File: config.mk
export PLATFORM = sky130hd
export DESIGN_NAME = irq_evt_top
export DESIGN_NICKNAME = d
export VERILOG_FILES = /design/src/rtl/irq_evt_pkg.sv /design/src/rtl/irq_evt_dp.sv /design/src/rtl/irq_evt_ctrl.sv /design/src/rtl/irq_evt_top.sv
export SDC_FILE = /design/constraint.sdc
export NUM_CORES = 1
export LEC_CHECK = 0
export ABC_AREA = 1
export BUFFER_PORTS_ARGS = -buffer_cell sky130_fd_sc_hd__buf_4
export CAP_MARGIN = 40
export CORE_MARGIN = 1
export CORE_UTILIZATION = 45
export DETAILED_ROUTE_END_ITERATION = 10
export PLACE_DENSITY_LB_ADDON = 0.08
export RECOVER_POWER = 50
export SKIP_CTS_REPAIR_TIMING = 1
export SLEW_MARGIN = 20
export SYNTH_ARGS = -nofsm -noshare
export SYNTH_HDL_FRONTEND = slang
export SYNTH_SLANG_ARGS = --single-unit
File: constraint.sdc
create_clock -name clk -period 1.22 [get_ports clk]
set_input_delay 0.244 -clock clk [delete_from_list [all_inputs] [get_ports clk]]
set_output_delay 0.244 -clock clk [all_outputs]
set_load 0.05 [all_outputs]
File: src/rtl/irq_evt_pkg.sv
package irq_evt_pkg;
  localparam int REG_W     = 32;
  localparam int NUM_LINES = 13;

  // Strobes from control to datapath
  typedef struct packed {
    logic evtClr;
    logic maskLd;
  } regStrobe_t;

  // Event bit position carried by interrupt line idx
  function automatic int lineBit(input int idx);
    case (idx)
      0:  lineBit = 27;
      1:  lineBit = 26;
      2:  lineBit = 19;
      3:  lineBit = 20;
      4:  lineBit = 25;
      5:  lineBit = 24;
      6:  lineBit = 23;
      7:  lineBit = 21;
      8:  lineBit = 31;
      9:  lineBit = 28;
      10: lineBit = 22;
      11: lineBit = 29;
      default: lineBit = 30;
    endcase
  endfunction
endpackage

File: src/rtl/irq_evt_dp.sv
module irq_evt_dp
  import irq_evt_pkg::*;
#(
  parameter int DATA_W = REG_W,
  parameter int LINES  = NUM_LINES
) (
  input  logic              clk,
  input  logic              rstN,
  input  regStrobe_t        strobe,
  input  logic              regSel,
  input  logic [DATA_W-1:0] wrData,
  input  logic [LINES-1:0]  evtPulse,
  output logic [DATA_W-1:0] rdData,
  output logic [DATA_W-1:0] activeVec
);
  localparam logic [DATA_W-1:0] EVT_FIELD =
    {{LINES{1'b1}}, {(DATA_W-LINES){1'b0}}};

  logic [DATA_W-1:0] evtReg, maskReg, setVec, clrVec, evtNext;

  always_comb begin
    setVec = '0;
    for (int i = 0; i < LINES; i++) setVec[lineBit(i)] = evtPulse[i];
  end

  assign clrVec  = strobe.evtClr ? wrData : '0;
  // clear applied first, then set: a pulse survives a same-cycle clear
  assign evtNext = ((evtReg & ~clrVec) | setVec) & EVT_FIELD;

  always_ff @(posedge clk) begin
    if (!rstN) begin
      evtReg  <= '0;
      maskReg <= '0;
    end else begin
      evtReg <= evtNext;
      if (strobe.maskLd) maskReg <= wrData;
    end
  end

  assign activeVec = evtReg & maskReg;
  assign rdData    = regSel ? maskReg : evtReg;


  w1c_clear_chk: assert property (@(posedge clk) disable iff (!rstN)
    (strobe.evtClr && evtPulse == '0) |=> ((evtReg & $past(wrData)) == '0));


  set_wins_chk: assert property (@(posedge clk) disable iff (!rstN)
    (evtPulse != '0) |=> ((evtReg & $past(setVec)) == $past(setVec)));


  mask_load_chk: assert property (@(posedge clk) disable iff (!rstN)
    strobe.maskLd |=> (maskReg == $past(wrData)));


  always_comb begin
    if (rstN) low_bits_zero_chk: assert ((evtReg & ~EVT_FIELD) == '0);
  end
endmodule

File: src/rtl/irq_evt_ctrl.sv
module irq_evt_ctrl
  import irq_evt_pkg::*;
#(
  parameter int DATA_W = REG_W,
  parameter int LINES  = NUM_LINES
) (
  input  logic              clk,
  input  logic              rstN,
  input  logic              regWrEn,
  input  logic              regSel,
  input  logic [DATA_W-1:0] activeVec,
  output regStrobe_t        strobe,
  output logic [LINES-1:0]  irqLine,
  output logic [LINES-1:0]  irqToggle
);
  logic [LINES-1:0] lineNext;

  always_comb begin
    strobe.evtClr = regWrEn && !regSel;
    strobe.maskLd = regWrEn && regSel;
  end

  always_comb begin
    for (int i = 0; i < LINES; i++) lineNext[i] = activeVec[lineBit(i)];
  end

  always_ff @(posedge clk) begin
    if (!rstN) begin
      irqLine   <= '0;
      irqToggle <= '0;
    end else begin
      irqLine   <= lineNext;
      irqToggle <= lineNext ^ irqLine;
    end
  end


  line_follow_chk: assert property (@(posedge clk) disable iff (!rstN)
    1'b1 |=> (irqLine == $past(lineNext)));


  toggle_edge_chk: assert property (@(posedge clk) disable iff (!rstN)
    $past(rstN) |-> (irqToggle == (irqLine ^ $past(irqLine))));


  strobe_excl_chk: assert property (@(posedge clk) disable iff (!rstN)
    $onehot0({strobe.evtClr, strobe.maskLd}));
endmodule

File: src/rtl/irq_evt_top.sv
module irq_evt_top
  import irq_evt_pkg::*;
(
  input  logic                 clk,
  input  logic                 rstN,
  input  logic                 regWrEn,
  input  logic                 regSel,
  input  logic [REG_W-1:0]     regWrData,
  output logic [REG_W-1:0]     regRdData,
  input  logic [NUM_LINES-1:0] evtPulse,
  output logic [NUM_LINES-1:0] irqLine,
  output logic [NUM_LINES-1:0] irqToggle
);
  regStrobe_t       strobe;
  logic [REG_W-1:0] activeVec;

  irq_evt_ctrl #(.DATA_W(REG_W), .LINES(NUM_LINES)) ctrl_i (
    .clk(clk), .rstN(rstN), .regWrEn(regWrEn), .regSel(regSel),
    .activeVec(activeVec), .strobe(strobe),
    .irqLine(irqLine), .irqToggle(irqToggle)
  );

  irq_evt_dp #(.DATA_W(REG_W), .LINES(NUM_LINES)) dp_i (
    .clk(clk), .rstN(rstN), .strobe(strobe), .regSel(regSel),
    .wrData(regWrData), .evtPulse(evtPulse),
    .rdData(regRdData), .activeVec(activeVec)
  );
endmodule

# Word level (Yosys, flattened, before mapping)
# Cells that the tools add are included.
# Widths: inputs -> output; s select.
[totals]
in_bits = 49
word_cells = 15
out_inout_bits = 58
register_bits = 90
[classes]
bitwise = 5
reduce_logical = 3
mux = 2
[op_table]
columns = ["cell", "n"]
rows = [
  ["$and 32x32->32", 2],
  ["$mux 32", 2],
  ["$not 32->32", 1],
  ["$or 32x32->32", 1],
  ["$xor 13x13->13", 1],
  ["$logic_and 1x1->1", 2],
  ["$logic_not 1->1", 1],
]

# Longest topological paths before layout
[logic_depth]
depth_word = 6
depth_mapped = 6
mapped_depth_nobuf = 4

# Hierarchy
# From an unflattened synthesis, not the netlist that was laid out.
[unflattened]
cells_unflattened = 445
hier_area_um2 = 3083.0
[by_module_without_submodules]
columns = ["mod", "area_per_inst_um2", "instances", "seq_area_each_um2", "cells_per_inst"]
rows = [
  ["irq_evt_dp", 2175.8, 1, 900.9, 334],
  ["irq_evt_ctrl", 907.1, 1, 520.5, 111],
]

# Worst setup path before layout
# No wires, ideal clock.
[synth_timing]
path_type = "in2out"
from = "in regSel"
to = "out regRdData[19]"
cell_stages = 5
n_path_buf = 2
arrival_time_ns = 1.066
setup_slack_ns = -0.090
cell_sequence = "buf_4 inv_2 buf_2 nand2_1 nand2_1"
[synth_via]
elab_chain_len = 1
[synth_rtl]
columns = ["element", "line", "text"]
rows = [
  ["start: declaration", "irq_evt_top.sv:7", "input logic regSel,"],
  ["$mux 32", "irq_evt_dp.sv:41", "assign rdData = regSel ? maskReg : evtReg;"],
  ["end: declaration", "irq_evt_top.sv:9", "output logic [REG_W-1:0] regRdData,"],
]
# Every way passes these cells.

# Worst setup path in the final report
[layout_timing]
from = "reg dp_i.evtReg[31]"
to = "out regRdData[31]"
[layout_via]
elab_chain_len = 1
[layout_rtl]
columns = ["element", "line", "text"]
rows = [
  ["start: declaration", "irq_evt_dp.sv:19", "logic [DATA_W-1:0] evtReg, maskReg, setVec, clrVec, evtNext;"],
  ["start signal: assignment", "irq_evt_dp.sv:35", "evtReg <= evtNext;"],
  ["$mux 32", "irq_evt_dp.sv:41", ""],
]
# Every way passes these cells.

==> impl_results.md <==
- Non-filler instance count after layout: between 500 and 600
- Proportion of layout cells with a drive suffix above 1: 0.424
- Relative slew slack: 0.606
- Tmin final: 1.21 ns
- Clock sink count: 71
- Worst-margin pin slew: 0.591 ns
- Final hold vios: 0
- CTS tree: done
- Critical hold path startpoint: evtPulse[1]
- Die area: 6410 µm²
- Register bit total from synthesis: 71
- Diodes inserted: 0
- GPL Wtd Cong: 0.730
- Die height: 80.1 µm
- First DRT Iteration DRCs: 89
- IO Pins: 107
- # nets final: 533
- Worst-path clk slew: around 0.080 ns
- PD cells: between 1000 and 1500 nW/µm²
- Leakage: 2.08 nW
- Wire length of the first global-routing pass: 9740 µm
- Cell area after synthesis: roughly 2700 µm²
- Clk_skew: 0.00881 ns
- Average footprint of a synthesized cell: 7.38 µm²
- Max incr delay on CP: around 0.35 ns
- CP Launch Type: register
- First-pass DRT Iterations: 4
- Core Box Area: 5890 µm²
- Critical Path AT: between 0.9 and 1 ns
- Syn nets: ~420
- Period utilization: 0.994
- Port Buffers: 106
- Placed Area: 3660 µm²
- CP most frequent cell: nand2_2
- Final hold slack: 0.138 ns
- Die Wd: ~80 µm
- Reg-to-Reg End: ctrl_i.irqToggle[3]
- Crit end category: primary output
- CTS H-tree lvls: 3
- Vias in the first global route: 2212
- Cts bufs inserted: 9
- Worst skew pair latency: 0.33 ns
- P&R area growth vs syn: 51.3%
- Status: finished clean
- Reg2reg path depth: 4
- DP Wirelength: between 4000 and 5000 µm
- Reg2reg start: dp_i.maskReg[20]
- Required @ worst endpoint: 0.98 ns
- HP Class: in2reg
- Setup Crit Path Kind: reg2out
- Initial antenna violation count: 0
- Largest net degree at the start of global routing: 34
- Sequential fraction of the synthesis area: 0.518
- Total grt overflow: 0
- Fillers: just over 500
- FMAX: 0.825 GHz
- Inst Count DP: ~540
- Wire length per cell: 11.5 µm
- CTS Buffer Depth: 2
- Crit-path cells: nand2_2, nand2_2, buf_8
- Reg2Reg Setup Slack: 0.34 ns
- Row cnt: 28
- CP max stage cell: dfxtp_2
- Yosys warns: 0
- Cells after Synth: 372
- Post-route design area: 4150 µm²
- Cell variety after synth: 17
- Total track usage: 0.199
- Routed Antenna Nets: 0
- Worst Path Max Fanout: 3
- Setup Viol. Count Final: 0
- Worst vdd ir: 0.910 mV
- WL final: 6490 µm
- PnR Total Power: 5.45 mW
- Vias: between 2000 and 3000
- MaxCap Viol Count: 0
- Root Buffer: clkbuf_8
- DR vias/cell: 4.58
- RSZ-0062 raised after global routing: true
- Hold Crit Endpoint: dp_i.evtReg[26]
- Hold path depth: 3
- Drc violations: 0
- Max-slew violation count: 0
- Starting Density: 0.466
-- where the power goes --
group          switching (mW)  total (mW)  internal [mW]
clock                   0.821        1.86           1.04
sequential             0.0742        2.53           2.46
combinational           0.620        1.05          0.434
-- per-layer routing --
metal  track usage  share of wire  vias to the layer above
li1              -              -                     1348
met1         0.239           0.45                     1158
met2         0.326           0.48                       66
met3        0.0580          0.058                        9
met4        0.0911          0.015                        0
met5             0              0                        -
-- worst max-delay path, delay by kind of cell, from the launching register on --
family	cells	cell delay, ns
flops	1	0.35
simple gates	2	0.14
buf+inv	1	0.15
-- cell usage after synthesis --
master / instances / area, µm²
a21oi_1: 13 / 65.1
buf_2: 8 / 40.0
buf_4: 1 / 7.51
buf_6: 4 / 45.0
clkbuf_1: 5 / 18.8
clkbuf_2: 2 / 10.0
clkinv_2: 1 / 5.00
dfxtp_1: 71 / 1420
inv_1: 32 / 120
inv_2: 2 / 7.51
nand2_1: 84 / 315
nand2_4: 1 / 11.3
nand3_1: 13 / 65.1
nor2_1: 90 / 338
o21ai_0: 15 / 75.1
o21ai_1: 17 / 85.1
xor2_1: 13 / 114
-- how the worst max path moves through the flow --
stage	start	end
after floorplan	regSel	regRdData[19]
after CTS	dp_i.maskReg[25]	regRdData[25]
after detailed placement	regSel	dp_i.maskReg[23]
after global placement	regSel	dp_i.maskReg[1]
after global routing	dp_i.evtReg[21]	regRdData[21]
final	dp_i.evtReg[31]	regRdData[31]
-- sequential cells by signal (all words and copies together) (netlist names) --
name and count:
dp_i.maskReg 32, ctrl_i.irqLine 13, ctrl_i.irqToggle 13, dp_i.evtReg 13
-- final cells by class --
| type | count | area (µm²) | area share |
|---|---|---|---|
| multi-input cells | 246 | 1130 | 0.273 |
| clock inverters | 3 | 42.5 | 0.0103 |
| repair buffers | 121 | 1120 | 0.270 |
| inverters | 35 | 133 | 0.0320 |
| well taps | 75 | 93.8 | 0.0226 |
| flip-flops and latches | 71 | 1470 | 0.355 |
| clock buffers | 12 | 155 | 0.0374 |
-- through the flow --
step,utilization,worst slack [ns],setup TNS [ns]
after floorplan,-,0.0213,0
after global placement,0.622,0.0353,0
after detailed placement,0.622,0.0153,0
after CTS,0.656,-0.0655,-0.702
after global routing,0.705,-0.0406,-0.417
final,0.705,0.00776,0
-- cell usage in the layout (no fill, tap or decap), types with 2 or more instances in the layout --
master / instances
nand2_2: 26
buf_6: 18
nor2_1: 90
o21ai_0: 28
buf_8: 14
o21ai_1: 4
xor2_1: 13
clkbuf_2: 3
dfxtp_1: 31
nand3_1: 13
inv_2: 4
buf_12: 4
buf_4: 81
a21oi_1: 13
clkinv_2: 2
dfxtp_2: 40
inv_1: 30
clkbuf_8: 11
nand2_1: 58
-- cell families after synthesis --
| logic type | synth area share |
|---|---|
| and+or+nand+nor | 0.266 |
| DFF | 0.518 |
| buffers and inverters | 0.0926 |
| AOI/OAI and AO/OA | 0.0821 |
| xor gates and xnor gates | 0.0415 |
Power figures use the tool's default switching activity.
